$ cat config.mk
export PLATFORM = sky130hd
export DESIGN_NAME = cell_guard
export DESIGN_NICKNAME = d
export VERILOG_FILES = /design/src/rtl/cell_guard_pkg.sv /design/src/rtl/guard_qualify.sv /design/src/rtl/guard_faults.sv /design/src/rtl/guard_regs.sv /design/src/rtl/cell_guard.sv
export SDC_FILE = /design/constraint.sdc
export NUM_CORES = 1
export LEC_CHECK = 0
export BUFFER_PORTS_ARGS = -buffer_cell sky130_fd_sc_hd__buf_2
export CORE_MARGIN = 5
export CORE_UTILIZATION = 44
export CTS_BUF_LIST = sky130_fd_sc_hd__clkbuf_16
export DETAILED_ROUTE_END_ITERATION = 10
export PLACE_DENSITY = 0.77
export SLEW_MARGIN = 10
export SYNTH_ARGS = -nofsm -noshare
export SYNTH_HDL_FRONTEND = slang
export SYNTH_SLANG_ARGS = --single-unit
$ cat constraint.sdc
create_clock -name clk -period 1.09 [get_ports clk]
set_clock_uncertainty 0.05 [all_clocks]
set_input_delay 0.0545 -clock clk [delete_from_list [all_inputs] [get_ports clk]]
set_output_delay 0.0545 -clock clk [all_outputs]
set_load 0.1 [all_outputs]
$ cat src/rtl/cell_guard_pkg.sv
package cell_guard_pkg;
  localparam int NUM_COND = 5;
  localparam int NUM_FAULT = 4;

  // qualifier index for each comparator input
  localparam int Q_OV  = 0;
  localparam int Q_UV  = 1;
  localparam int Q_COC = 2;
  localparam int Q_DOC = 3;
  localparam int Q_SC  = 4;

  typedef struct packed {
    logic ov;
    logic uv;
    logic coc;
    logic doc;
  } fault_vec_t;
endpackage

$ cat src/rtl/guard_qualify.sv
module guard_qualify #(
  parameter int unsigned DELAY = 4
) (
  input  logic clk,
  input  logic rst_n,
  input  logic cond,
  output logic hit
);
  localparam int CW = (DELAY < 2) ? 1 : $clog2(DELAY);
  localparam logic [CW-1:0] LIMIT = CW'(DELAY - 1);

  logic [CW-1:0] cnt;

  always_ff @(posedge clk) begin
    if (!rst_n)            cnt <= '0;
    else if (!cond)        cnt <= '0;
    else if (cnt != LIMIT) cnt <= cnt + 1'b1;
  end

  assign hit = cond && (cnt == LIMIT);

  // with a delay above one, qualification needs the condition on the previous edge too
  assert_hit_needs_history_R8: assert property (@(posedge clk) disable iff (!rst_n)
    ((LIMIT != '0) && hit) |-> $past(cond));
endmodule

$ cat src/rtl/guard_faults.sv
module guard_faults
  import cell_guard_pkg::*;
(
  input  logic                 clk,
  input  logic                 rst_n,
  input  logic [NUM_FAULT-1:0] set_vec,  // {ov, uv, coc, doc}
  input  logic [NUM_FAULT-1:0] rel_vec,
  output fault_vec_t           active
);
  logic [NUM_FAULT-1:0] st;

  for (genvar g = 0; g < NUM_FAULT; g++) begin : g_fault
    always_ff @(posedge clk) begin
      if (!rst_n)          st[g] <= 1'b0;
      else if (set_vec[g]) st[g] <= 1'b1;
      else if (rel_vec[g]) st[g] <= 1'b0;
    end
  end

  assign active = fault_vec_t'(st);
endmodule

$ cat src/rtl/guard_regs.sv
module guard_regs
  import cell_guard_pkg::*;
(
  input  logic                 clk,
  input  logic                 rst_n,
  input  logic [NUM_FAULT-1:0] flag_set,
  input  logic                 wr_en,
  input  logic [NUM_FAULT-1:0] wr_flags,
  input  logic [1:0]           wr_enables,  // {ce, de}
  input  logic                 sleep_in,
  output logic [NUM_FAULT-1:0] flags,
  output logic                 ce,
  output logic                 de
);
  logic sleep_q;
  logic wake;

  assign wake = sleep_q && !sleep_in;

  always_ff @(posedge clk) begin
    if (!rst_n) sleep_q <= 1'b1;
    else        sleep_q <= sleep_in;
  end

  for (genvar g = 0; g < NUM_FAULT; g++) begin : g_flag
    always_ff @(posedge clk) begin
      if (!rst_n)           flags[g] <= 1'b0;
      else if (flag_set[g]) flags[g] <= 1'b1;
      else if (wr_en)       flags[g] <= flags[g] & wr_flags[g];
    end
  end

  always_ff @(posedge clk) begin
    if (!rst_n) begin
      ce <= 1'b1;
      de <= 1'b1;
    end else if (wake) begin
      ce <= 1'b1;
      de <= 1'b1;
    end else if (wr_en) begin
      ce <= wr_enables[1];
      de <= wr_enables[0];
    end
  end
endmodule

$ cat src/rtl/cell_guard.sv
module cell_guard
  import cell_guard_pkg::*;
#(
  parameter int unsigned OV_DLY = 8,
  parameter int unsigned UV_DLY = 12,
  parameter int unsigned OC_DLY = 6,
  parameter int unsigned SC_DLY = 2
) (
  input  logic       clk,
  input  logic       rst_n,
  input  logic       cell_over_ov,
  input  logic       cell_under_ce,
  input  logic       cell_under_uv,
  input  logic       chg_oc,
  input  logic       dis_oc,
  input  logic       short_det,
  input  logic       pack_above_vdd,
  input  logic       pack_below_rel,
  input  logic       pack_above_rel,
  input  logic       sleep_in,
  input  logic       host_wr_en,
  input  logic [7:0] host_wr_data,
  output logic [7:0] prot_reg,
  output logic       chg_off,
  output logic       dis_off,
  output logic       sleep_req
);
  localparam int unsigned DLY [NUM_COND] = '{OV_DLY, UV_DLY, OC_DLY, OC_DLY, SC_DLY};

  logic [NUM_COND-1:0]  cond;
  logic [NUM_COND-1:0]  hit;
  logic [NUM_FAULT-1:0] set_vec;
  logic [NUM_FAULT-1:0] rel_vec;
  logic [NUM_FAULT-1:0] flags;
  fault_vec_t           act;
  logic                 ce;
  logic                 de;

  assign cond[Q_OV]  = cell_over_ov;
  assign cond[Q_UV]  = cell_under_uv;
  assign cond[Q_COC] = chg_oc;
  assign cond[Q_DOC] = dis_oc;
  assign cond[Q_SC]  = short_det;

  for (genvar g = 0; g < NUM_COND; g++) begin : g_qual
    guard_qualify #(.DELAY(DLY[g])) i_qual (
      .clk  (clk),
      .rst_n(rst_n),
      .cond (cond[g]),
      .hit  (hit[g])
    );
  end

  // fault order {ov, uv, coc, doc}; short circuit shares the discharge fault
  assign set_vec = {hit[Q_OV], hit[Q_UV], hit[Q_COC], hit[Q_DOC] | hit[Q_SC]};
  assign rel_vec = {cell_under_ce, pack_above_vdd, pack_below_rel, pack_above_rel};

  guard_faults i_faults (
    .clk    (clk),
    .rst_n  (rst_n),
    .set_vec(set_vec),
    .rel_vec(rel_vec),
    .active (act)
  );

  guard_regs i_regs (
    .clk       (clk),
    .rst_n     (rst_n),
    .flag_set  (set_vec),
    .wr_en     (host_wr_en),
    .wr_flags  (host_wr_data[7:4]),
    .wr_enables(host_wr_data[1:0]),
    .sleep_in  (sleep_in),
    .flags     (flags),
    .ce        (ce),
    .de        (de)
  );

  assign chg_off   = act.ov | act.uv | act.coc | !ce | sleep_in;
  assign dis_off   = act.uv | act.coc | act.doc | !de | sleep_in;
  assign sleep_req = act.uv;
  assign prot_reg  = {flags, chg_off, dis_off, ce, de};

  assert_ov_after_input_R1: assert property (@(posedge clk) disable iff (!rst_n)
    $rose(act.ov) |-> $past(cell_over_ov));

  assert_ov_release_R1: assert property (@(posedge clk) disable iff (!rst_n)
    (cell_under_ce && !cell_over_ov) |=> !act.ov);

  assert_sleep_req_source_R2: assert property (@(posedge clk) disable iff (!rst_n)
    $rose(sleep_req) |-> $past(cell_under_uv));

  assert_flag_sticky_R7: assert property (@(posedge clk) disable iff (!rst_n)
    (prot_reg[7] && !(host_wr_en && !host_wr_data[7])) |=> prot_reg[7]);

  assert_wake_enables_R7: assert property (@(posedge clk) disable iff (!rst_n)
    $fell(sleep_in) |=> (prot_reg[1:0] == 2'b11));
endmodule

; Yosys cells after proc, flatten, opt, wreduce, memory -nomap -nowiden
; Cells that the tools add are included.
[word_totals]
wordCells = 83
output_inout_bits = 11
in_bits = 21
regBits = 25
[op_classes]
n_bitwise = 14
reduce_logical = 23
n_mux = 17
eq_ne = 8
addsub = 5
[ops]
columns = operator, n
row1 = 2-to-1 mux 1 bit, 17
row2 = nonzero test 2 bit, 8
row3 = AND reduction 2 bit, 5
row4 = adder 3 x 1 -> 3 bit (second input constant), 3
row5 = equality test 3 bit (second input constant), 3
row6 = != test 3 bit (second input constant), 3
row7 = bitwise OR 1 bit, 9
row8 = logical AND 1 bit, 6
row9 = adder 4 x 1 -> 4 bit (second input constant), 1
row10 = AND 1 bit, 4
row11 = equality test 4 bit (second input constant), 1
row12 = != test 4 bit (second input constant), 1
row13 = zero test 1 bit, 3
row14 = OR reduction 2 bit, 1
row15 = adder 1 bit (second input constant), 1
row16 = NOT 1 bit, 1

; Longest topological paths before layout
; Gate-level depths: netlist of the first run.
[logic_depth]
ltp_word = 4
depth_mapped = 5

; Modules after synthesis
; From an unflattened synthesis of the first run, not the netlist that was laid out.
[unflattened]
cells_unflattened = 115
hier_area_um2 = 1186.1
[modules_own_cells]
columns = module, seq_area_each_um2, n_inst, area_per_inst_um2, cells_each
row1 = guard_qualify (g_qual[2].i_qual ...), 60.1, 2, 157.7, 16
row2 = guard_regs, 140.1, 1, 267.8, 25
row3 = guard_qualify (g_qual[1].i_qual), 80.1, 1, 207.7, 22
row4 = guard_faults, 80.1, 1, 165.2, 12
row5 = guard_qualify (g_qual[0].i_qual), 60.1, 1, 136.4, 13
row6 = cell_guard, 0.0, 1, 61.3, 8
row7 = guard_qualify (g_qual[4].i_qual), 20.0, 1, 32.5, 3

; Least setup slack after synthesis of the first run
; No wires, ideal clock.
[synth_timing]
kind = register -> output
startpoint = register i_faults.st[2] (netlist: i_faults.active[2])
endpoint = output prot_reg[3]
arrival_ns = 2.355
path_stages_with_launch = 4
slack_ns = -1.370
required_time_ns = 0.986
cell_sequence = dfxtp_1 nor3_1 nand3b_1 buf_4
[synth_via]
elab_chain_cells = 4
[synth_lines]
columns = item, line_no
row1 = "start, declared", guard_faults.sv:10  ; logic [NUM_FAULT-1:0] st;
row2 = "start signal, assigned by index", guard_faults.sv:14  ; if (!rst_n) st[g] <= 1'b0;
row3 = "start signal, assigned by index", guard_faults.sv:15  ; else if (set_vec[g]) st[g] <= 1'b1;
row4 = "start signal, assigned by index", guard_faults.sv:16  ; else if (rel_vec[g]) st[g] <= 1'b0;
row5 = bitwise OR 1 bit (4 in a row), cell_guard.sv:79  ; assign chg_off = act.ov | act.uv | act.coc | !ce | sleep_in;
row6 = "end, declared", cell_guard.sv:23  ; output logic [7:0] prot_reg,
; Every way passes these cells.

; Worst setup path after layout of the first run
[layout_timing]
startpoint = register i_faults.st[2] (netlist: i_faults.active[2])
endpoint = output chg_off
[layout_via]
elab_chain_cells = 4
[layout_lines]
columns = item, line_no
row1 = bitwise OR 1 bit (4 in a row), cell_guard.sv:79
row2 = "end, declared", cell_guard.sv:24  ; output logic chg_off,
; Every way passes these cells.

==> results by group, run 1 <==
Drt
  • Total vias in the final route: 859
  • Vias per inst: between 4 and 5
  • Final ANT Viol Nets: 0
  • Average routed wire per standard cell: 13.1 um
  • Count of unresolved DRC violations after routing: 0
  • First-pass iteration count of the detailed router: 3
  • Post-Route WL: between 2000 and 2500 um
  • Iter 0 DRT Violations: 17

Worst setup path
  • Worst Path Arrival: 1220 ps
  • Crit-path slowest cell: dfxtp_4
  • Buf+Inv Stages, Crit Path: 1
  • Largest fanout on the critical path: 3
  • Critical Path Start Type: flip-flop
  • Data required time at the worst endpoint: 990 ps
  • Crit path max-delay family: flip-flops
  • Capturing element type of the critical path: output pin
  • Worst path max stage delay: 360 ps
  • Worst path cell trace: nor3_4 > nand3b_1 > buf_4
  • CP Class: flip-flop to output pin

Die
  • Die outline width: 59.4 um
  • Initial Utilization: roughly 45%
  • Die extent in y: 59.4 um
  • Die area: 0.00353 mm^2
  • Core ar.: 0.00241 mm^2
  • Total I/O pin count: 32
  • Number of core rows: 18

Logic synthesis
  • Count of warnings emitted by yosys: 0
  • Dominant cells by area after synthesis: dfxtp_1, ha_1, a21boi_1
  • Number of cells produced by synthesis: 110
  • Post-synthesis sequential element count: 25
  • Cell taking the most area after synthesis: dfxtp_1
  • Total standard cell area after synthesis: 0.00107 mm^2
  • Seq/Total Area, Yosys: 46.6%
  • Proportion of netlist area held by the largest area contributor: between 40% and 50%
  • Mean area per synthesized cell: 9.77 um^2
  • Syn Nets: around 140
  • Count of distinct cell types in the synthesized netlist: 25

Global routing
  • Residual overflow from global routing: 0
  • Global-route wire length before repair: ~3900 um
  • Global routing usage summed across all routing layers: around 14%
  • Number of antenna violations at the first check in global routing: 0
  • Largest net degree at the start of global routing: 16
  • Number of global-route vias before repair: 921

Power and ir drop
  • Worst IR Drop VDD: 1.06 mV
  • Cell area power density: 1320 mW/mm^2
  • Leakage: 0.000690 uW

Status
  • Violations in the final reports: negative setup slack
  • Result of the run: complete, but fails checks

Clock tree
  • Number of CTS-inserted buffers: 3
  • Skew-Pair Late Insertion Delay: 250 ps
  • Number of H-tree branching levels: 1
  • Reg clk slew, reported paths: 60 ps
  • Root buffer cell: clkbuf_16
  • Maximum root-to-sink buffer count: 2
  • Num Clock Sinks: 25
  • TritonCTS clock tree: yes

Layout
  • Fraction of final layout cells sized beyond drive strength 1: about 42%
  • Antenna diode count: 0
  • Fillcell total: 188
  • Signed area change from the synthesized netlist to the final layout: 46.4%
  • Final Net Count: about 170
  • Post-route cell area: 0.00157 mm^2
  • Sequential cell area in the final layout: slightly above 500 um^2
  • Multi-input gate area in the final layout: ~600 um^2

STA
  • Highest clock rate: 0.757 GHz
  • Final Cycle Share: 121%
  • Transition time of the tightest slew-check pin: roughly 280 ps
  • Worst Slack Setup Final: -231 ps
  • Final number of max-transition violations: 0
  • Count of final setup violators: 4
  • Min Clock Period, post-route: 1320 ps
  • Unrepaired setup endpoints after global routing: true
  • Headroom to the max-slew limit: around four fifths
  • Final Hold Vio Count: 0

Flow run
  • Max-Cap Viols: 0

Placement
  • Port-buffer cells: 29
  • Final estimated routing congestion in global placement: around 0.75
  • DP HPWL: between 1500 and 2000 um
  • Setup WS pre-CTS: -63.2 ps
  • Instance area after placement: 0.00135 mm^2

Hold path
  • Worst min-delay path category: primary input to flip-flop
[layout make-up]
type	instances	share of cell area, %
timing repair buffer	35	20.3
sequential	25	32.9
clock inverter	1	0.238
inverter	4	0.954
tap	30	2.38
clock buffer	3	4.77
multi-input combinational	76	38.4
[final timing paths]
kind | startpoint | endpoint | slack, ps | cells after the start
setup / recovery | i_faults.active[2] | chg_off | -230 | 3
hold / removal | host_wr_en | i_regs.de | 10 | 2
setup reg to reg | g_qual[0].i_qual.cnt[1] | g_qual[0].i_qual.cnt[1] | 50 | 4
hold reg to reg | i_faults.active[3] | i_faults.active[3] | 420 | 2
[cell families after synthesis]
kind of cell	synth area share [%]
AOI/OAI and AO/OA	12.1
buffers and inverters	5.24
DFF	46.6
xor gates and xnor gates	4.08
and+or+nand+nor	20.1
muxes	3.73
adders and majority gates	8.15
[cell usage after synthesis]
| cell type | instances |
|---|---|
| a211o_1 | 2 |
| a211oi_1 | 2 |
| a21boi_1 | 8 |
| a32oi_1 | 1 |
| and2_1 | 1 |
| and2b_1 | 2 |
| buf_4 | 4 |
| buf_6 | 1 |
| dfxtp_1 | 25 |
| ha_1 | 7 |
| inv_1 | 4 |
| mux2i_1 | 4 |
| nand2_1 | 9 |
| nand2b_1 | 4 |
| nand3_1 | 2 |
| nand3b_1 | 2 |
| nand3b_4 | 1 |
| nand4b_1 | 1 |
| nor2_1 | 16 |
| nor3_1 | 3 |
| o21ai_0 | 4 |
| o21ai_2 | 1 |
| or2b_1 | 1 |
| xnor2_1 | 3 |
| xor2_1 | 2 |
[where the power goes]
| part | internal, uW | switching (uW) | total, uW |
|---|---|---|---|
| combinational | 130 | 207 | 337 |
| clock | 489 | 289 | 778 |
| sequential | 940 | 25.4 | 966 |
[stage by stage]
stage / util, % / hold WS, ps / instances / total power, uW / setup TNS (ps)
3_5_place_dp: 56.1 / 218 / 166 / 1270 / -346
5_1_grt: 65.3 / 27.4 / 174 / 2160 / -1250
6_report: 65.3 / 13.1 / 174 / 2080 / -908
3_3_place_gp: 56.1 / 214 / 166 / 1260 / 0
4_1_cts: 63.1 / 10.2 / 173 / 2090 / -981
2_1_floorplan: - / 101 / 110 / 1200 / -2620
[layout by cell type (no fill, tap or decap), types with 2 or more instances in the layout]
cell type,n
buf_2,18
nor2_1,16
dfxtp_1,13
dfxtp_2,11
a21boi_1,8
nand2_1,7
buf_12,7
buf_4,5
mux2i_1,4
inv_1,4
o21ai_0,4
nand2b_1,4
ha_4,4
xnor2_1,3
clkbuf_16,3
dlygate4sd3_1,3
nand3b_1,2
nand2_2,2
a211oi_2,2
xor2_1,2
nand3_1,2
nor3_1,2
and2b_1,2
a211o_1,2
ha_1,2
buf_6,2
[what timing repair did]
item | in CTS | in global routing
buffers inserted | 0 | 1
hold endpoints to repair | 3 | 0
hold buffers | 3 | 0
pin swaps | 4 | 4
resized for setup | 18 | 10
endpoints found under the setup margin | 14 | 18
[registers in the layout, indices dropped and copies added (netlist names)]
register	count
i_faults.active	4
g_qual.i_qual.cnt	14
i_regs.ce	1
i_regs.sleep_q	1
i_regs.flags	4
i_regs.de	1
[layer usage]
metal	global-route usage [%]	share of wire, %
met3	3.92	5.3
met2	27.1	54
met4	3.88	0.92
met1	15.0	39
met5	0	0
Power figures use the tool's default switching activity.
==> run 2: changes to the inputs <==
- CORE_UTILIZATION: 44 -> 53
- PLACE_DENSITY: 0.77 -> 0.86
- clock period: 1.09 -> 1.6 ns (I/O delays scaled with it)
==> run 2 against run 1 <==
- clock power shrank 32%
- register-to-register slack gained 330 ps
- sequential power decreased by 33%
- first-iteration DRC count rose by 29%
- the run now ends clean
==> results by group, run 2 (synthesized netlist as in run 1, its figures left out) <==
Drt
  • First-pass iteration count of the detailed router: 4 (+1)
  • Iter 0 DRT Violations: 22 (+5)
  • Final ANT Viol Nets: 0 (unchanged)
  • Post-Route WL: 1990 um (-13%)
  • Count of unresolved DRC violations after routing: 0 (unchanged)
  • Vias per inst: 4.99 (+1.0%)
  • Total vias in the final route: 838 (-2.4%)
  • Average routed wire per standard cell: 11.9 um (-9.6%)

Layout
  • Multi-input gate area in the final layout: 523 um^2 (-13%)
  • Final Net Count: 170 (-1.7%)
  • Fraction of final layout cells sized beyond drive strength 1: 25.5% (-17 points)
  • Antenna diode count: 0 (unchanged)
  • Signed area change from the synthesized netlist to the final layout: 23.7%
  • Fillcell total: 160 (-15%)
  • Most frequent standard cell in the layout excluding fill and tap cells: buf_2
  • Sequential cell area in the final layout: 504 um^2 (-2.7%)
  • Max reg flops: 14 (unchanged)
  • Cell Count, Final, Fillers Out: 168 (-3.4%)
  • Most frequent cells in the layout: buf_2, dfxtp_1, nor2_1
  • Register with the most flip-flops: g_qual.i_qual.cnt

STA
  • Final number of max-transition violations: 0 (unchanged)
  • Headroom to the max-slew limit: 67.5% (-14 points)
  • Unrepaired setup endpoints after global routing: false
  • Final Hold Vio Count: 0 (unchanged)
  • Worst Hold Slack: 24.3 ps (+11.2 ps)
  • Worst Slack Setup Final: 241 ps (+472 ps)
  • Final Cycle Share: 84.9%
  • Min Clock Period, post-route: approximately 1400 ps
  • Transition time of the tightest slew-check pin: 491 ps (+210 ps)
  • Highest clock rate: 0.736 GHz
  • Count of final setup violators: 0 (-4)

Global routing
  • Largest net degree at the start of global routing: 16 (unchanged)
  • Global routing usage summed across all routing layers: 15.2% (+0.90 points)
  • Number of antenna violations at the first check in global routing: 0 (unchanged)
  • Number of global-route vias before repair: 783 (-15%)
  • Global-route wire length before repair: 3160 um (-18%)
  • Residual overflow from global routing: 0 (unchanged)

Worst setup path
  • Setup slack of the most critical reg-to-reg path: 380 ps (+330 ps)
  • Worst Path Arrival: 1230 ps (about the same)
  • Count of cell instances traversed by the critical path: 3 (unchanged)
  • Critical Path Start Type: flip-flop
  • Buf+Inv Stages, Crit Path: 1 (unchanged)
  • Crit path to: dis_off
  • Worst R2R Path Depth: 4 (unchanged)
  • Largest fanout on the critical path: 2 (-1)
  • Worst path max stage delay: 320 ps (-40 ps)
  • CP Class: flip-flop to output pin
  • Worst path cell trace: nor3_2 > nand3b_1 > buf_2
  • Data required time at the worst endpoint: 1470 ps (+480 ps)
  • Crit path max-delay family: simple AND/OR/NAND/NOR gates
  • Worst R2R Start: g_qual[0].i_qual.cnt[0]
  • Crit-path slowest cell: dfxtp_1
  • Capturing element type of the critical path: output pin
  • Critical path startpoint: i_faults.active[1]
  • Terminus of the critical flop-to-flop path: g_qual[0].i_qual.cnt[1]

Die
  • Die extent in y: 55.0 um (-7.4%)
  • Die outline width: 55.0 um (-7.4%)
  • Total I/O pin count: 32 (unchanged)
  • Core ar.: 0.00194 mm^2 (-19%)
  • Die area: 0.00303 mm^2 (-14%)
  • Initial Utilization: 55.3% (+11 points)
  • Number of core rows: 16 (-2)

Hold path
  • Worst min-delay path category: primary input to flip-flop

Status
  • Result of the run: finished, final reports clean

Clock tree
  • Num Clock Sinks: 25 (unchanged)
  • Reg clk slew, reported paths: 60 ps (about the same)
  • TritonCTS clock tree: yes
  • Number of CTS-inserted buffers: 3 (unchanged)
  • Total setup buffers inserted after CTS: 0 (unchanged)
  • Root buffer cell: clkbuf_16
  • Maximum root-to-sink buffer count: 2 (unchanged)
  • Number of H-tree branching levels: 1 (unchanged)
  • Skew-Pair Late Insertion Delay: 250 ps (about the same)

Power and ir drop
  • Tot Pwr: 1370 uW (-34%)
  • Cell area power density: 1030 mW/mm^2 (-22%)
  • Worst IR Drop VDD: 0.582 mV (-45%)
  • Leakage: 0.000634 uW (-8.1%)

Placement
  • DP HPWL: 1510 um (-8.8%)
  • Setup WS pre-CTS: 410 ps (+473 ps)
  • Port-buffer cells: 29 (unchanged)
  • Placed Cells: 161 (-3.0%)
  • Final estimated routing congestion in global placement: 0.677 (-9.5%)

Flow run
  • Max-Cap Viols: 0 (unchanged)
[run 2: cell types whose count changed in the layout (fill, tap and decap cells not counted), moves of 4 or more]
| cell | delta |
|---|---|
| buf_12 | -7 |
| ha_4 | -4 |
| ha_1 | +5 |
| dfxtp_1 | +11 |
| dfxtp_2 | -11 |
| buf_4 | -5 |
| buf_2 | +11 |
[run 2: repair_timing]
item	4_1_cts	5_1_grt
hold buffers	3	0
endpoints found under the hold margin	3	0
gates resized for setup	0	0
[run 2: routing by layer]
metal / GRT usage (%) / routed length (um) / vias to the layer above
met5: 0 / 0 / -
met4: 9.72 / 40 / 0
met3: 3.22 / 130 / 4
met2: 26.6 / 975 / 23
met1: 16.3 / 845 / 378
li1: - / - / 433
[run 2: where the power goes]
part / switching (uW) / leakage (uW) / internal [uW]
combinational: 132 / 0.000387 / 55.9
clock: 196 / 0.0000423 / 333
sequential: 11.5 / 0.000205 / 639
total: 339 / 0.000634 / 1030
[run 2: worst min-delay path by stage]
stage	start	endpoint	slack (ps)	cells past startpoint
final	sleep_in	i_regs.sleep_q	20	2
after global routing	sleep_in	i_regs.sleep_q	30	2
after CTS	sleep_in	i_regs.sleep_q	20	2
after detailed placement	host_wr_data[1]	i_regs.ce	240	2
after global placement	host_wr_data[1]	i_regs.ce	240	2
after floorplan	sleep_in	i_regs.sleep_q	130	1
[run 2: worst reg2reg max path, delay by kind of cell (launching register included)]
kind	cells	cell delay [ps]
adders and majority gates	2	420
DFF	1	340
and+or+nand+nor	1	70
muxes	1	240
[run 2: final cells by class]
class	instances	area share, %
clock inverters	1	0.282
repair buffers	32	13.2
clock buffers	3	5.64
well taps	27	2.54
flip-flops and latches	25	37.9
multi-input cells	76	39.3
inverters	4	1.13
[run 2: per-stage QoR]
step | util [%] | setup TNS, ps | instance area [um^2]
after floorplan | - | -817 | 1100
after global placement | 62.9 | 0 | 1220
after detailed placement | 62.9 | 0 | 1220
after CTS | 68.5 | 0 | 1330
after global routing | 68.5 | 0 | 1330
final | 68.5 | 0 | 1330
==> run 3: changes to the inputs <==
- CORE_UTILIZATION: 53 -> 44
- PLACE_DENSITY: 0.86 -> 0.77
- clock period: 1.6 -> 1.1 ns (I/O delays scaled with it)
==> run 3 against run 2 <==
- the run now ends with negative setup slack left
- sequential power grew 47%
- first-iteration DRC count shrank 14%
- worst setup slack lost 480 ps
- cell area grew 18%
==> results by group, run 3 (synthesized netlist as in run 1, its figures left out) <==
Power and ir drop
  • Cell area power density: 1320 mW/mm^2 (+29%)
  • Worst IR Drop VDD: 1.07 mV (+83%)
  • Leakage: 0.000688 uW (+8.5%)
  • Tot Pwr: 2070 uW (+52%)

STA
  • Min Clock Period, post-route: 1340 ps
  • Worst Hold Slack: 7.06 ps (-17.2 ps)
  • Headroom to the max-slew limit: 81.5% (+14 points)
  • Worst Slack Setup Final: -240 ps (-482 ps)
  • Unrepaired setup endpoints after global routing: true
  • Highest clock rate: 0.746 GHz
  • Final Hold Vio Count: 0 (unchanged)
  • Final number of max-transition violations: 0 (unchanged)
  • Transition time of the tightest slew-check pin: 280 ps (-212 ps)
  • Total Neg Setup Slack: -927 ps (-927 ps)
  • Final Cycle Share: 122%
  • Count of final setup violators: 4 (+4)

Drt
  • Post-Route WL: 2420 um (+22%)
  • Count of unresolved DRC violations after routing: 0 (unchanged)
  • Average routed wire per standard cell: 14.0 um (+18%)
  • Total vias in the final route: 869 (+3.7%)
  • Vias per inst: 5.02 (+0.70%)
  • First-pass iteration count of the detailed router: 4 (unchanged)
  • Iter 0 DRT Violations: 19 (-14%)
  • Final ANT Viol Nets: 0 (unchanged)

Flow run
  • Max-Cap Viols: 0 (unchanged)

Worst setup path
  • Critical Path Start Type: flip-flop
  • Capturing element type of the critical path: output pin
  • Critical path startpoint: i_faults.active[1]
  • Largest fanout on the critical path: 2 (unchanged)
  • CP Class: flip-flop to output pin
  • Data required time at the worst endpoint: 1000 ps (-470 ps)
  • Worst Path Arrival: 1240 ps (about the same)
  • Worst R2R Start: g_qual[0].i_qual.cnt[0]

Global routing
  • Number of global-route vias before repair: 879 (+12%)
  • Global-route wire length before repair: 3860 um (+22%)
  • Residual overflow from global routing: 0 (unchanged)
  • Number of antenna violations at the first check in global routing: 0 (unchanged)
  • Largest net degree at the start of global routing: 16 (unchanged)
  • Global routing usage summed across all routing layers: 14.9% (-0.30 points)

Layout
  • Fraction of final layout cells sized beyond drive strength 1: 42.0% (+16 points)
  • Register with the most flip-flops: g_qual.i_qual.cnt
  • Signed area change from the synthesized netlist to the final layout: 45.9%
  • Max reg flops: 14 (unchanged)
  • Sequential cell area in the final layout: 518 um^2 (+2.7%)
  • Most frequent cells in the layout: buf_2, nor2_1, dfxtp_1
  • Final Net Count: 172 (+1.2%)
  • Fillcell total: 175 (+9.4%)
  • Multi-input gate area in the final layout: 603 um^2 (+15%)
  • Most frequent standard cell in the layout excluding fill and tap cells: buf_2
  • Antenna diode count: 0 (unchanged)
  • Fraction of the core area covered by cells at the end of the flow: 65.1% (-3.4 points)
  • Cell Count, Final, Fillers Out: 173 (+3.0%)

Status
  • Result of the run: complete, but fails checks
  • Violations in the final reports: negative setup slack

Clock tree
  • Num Clock Sinks: 25 (unchanged)
  • Maximum root-to-sink buffer count: 2 (unchanged)
  • Total setup buffers inserted after CTS: 0 (unchanged)
  • Root buffer cell: clkbuf_16
  • Number of H-tree branching levels: 1 (unchanged)
  • Reg clk slew, reported paths: 60 ps (about the same)
  • Number of CTS-inserted buffers: 3 (unchanged)
  • Skew-Pair Late Insertion Delay: 250 ps (about the same)
  • TritonCTS clock tree: yes

Placement
  • Port-buffer cells: 29 (unchanged)
  • Final estimated routing congestion in global placement: 0.748 (+11%)
  • Placed Cells: 165 (+2.5%)
  • DP HPWL: 1640 um (+8.2%)

Die
  • Initial Utilization: 44.6% (-11 points)
  • Die outline width: 59.4 um (+8.0%)
  • Number of core rows: 18 (+2)
  • Die extent in y: 59.4 um (+8.0%)
  • Core ar.: 0.00241 mm^2 (+24%)
  • Total I/O pin count: 32 (unchanged)
  • Die area: 0.00353 mm^2 (+17%)

Hold path
  • Hold path startpoint: cell_under_ce
  • Worst min-delay path category: primary input to flip-flop
==> run 3: timing repair <==
item                                    4_1_cts  5_1_grt
endpoints found under the setup margin       17       16
hold buffers                                  4        0
endpoints found under the hold margin         4        0
pin swaps                                     1        5
gates cloned                                  0        0
resized for setup                            17       11
==> run 3: metrics by stage <==
stage                     instance area (um^2)  setup slack [ps]
after floorplan                           1100              -896
after global placement                    1340              3.99
after detailed placement                  1340             -71.6
after CTS                                 1510              -200
after global routing                      1570              -297
final                                     1570              -240
==> run 3: routing by layer <==
| metal | track usage, % | vias up | part of all wire (%) |
|---|---|---|---|
| met4 | 6.80 | 0 | 2.5 |
| met1 | 16.1 | 397 | 37 |
| met3 | 3.92 | 7 | 6.0 |
| li1 | - | 436 | - |
| met5 | 0 | - | 0 |
| met2 | 26.5 | 29 | 55 |
==> run 3: final cells by class <==
| type | count | share of cell area (%) |
|---|---|---|
| Tap cell | 30 | 2.39 |
| Sequential cell | 25 | 33.0 |
| Timing Repair Buffer | 34 | 20.1 |
| Multi-Input combinational cell | 76 | 38.5 |
| Clock inverter | 1 | 0.239 |
| Inverter | 4 | 0.958 |
| Clock buffer | 3 | 4.79 |
==> run 3: worst paths after layout <==
path                                                end  depth (start not counted)  slack [ps]
worst min register to register       i_faults.active[3]                          2         410
worst min-delay path                 i_faults.active[3]                          3           7
worst max-delay path                            dis_off                          3        -240
worst max register to register  g_qual[0].i_qual.cnt[2]                          4          20
==> run 3: worst max-delay path, cell delays in order, from the launching register on <==
cell and delay [ps]:
dfxtp_1 320, nor3_2 260, nand3b_1 170, buf_6 220
==> run 3: where the power goes <==
part	internal (uW)	switching, uW
clock	485	300
combinational	124	205
sequential	932	25.6
total	1540	531
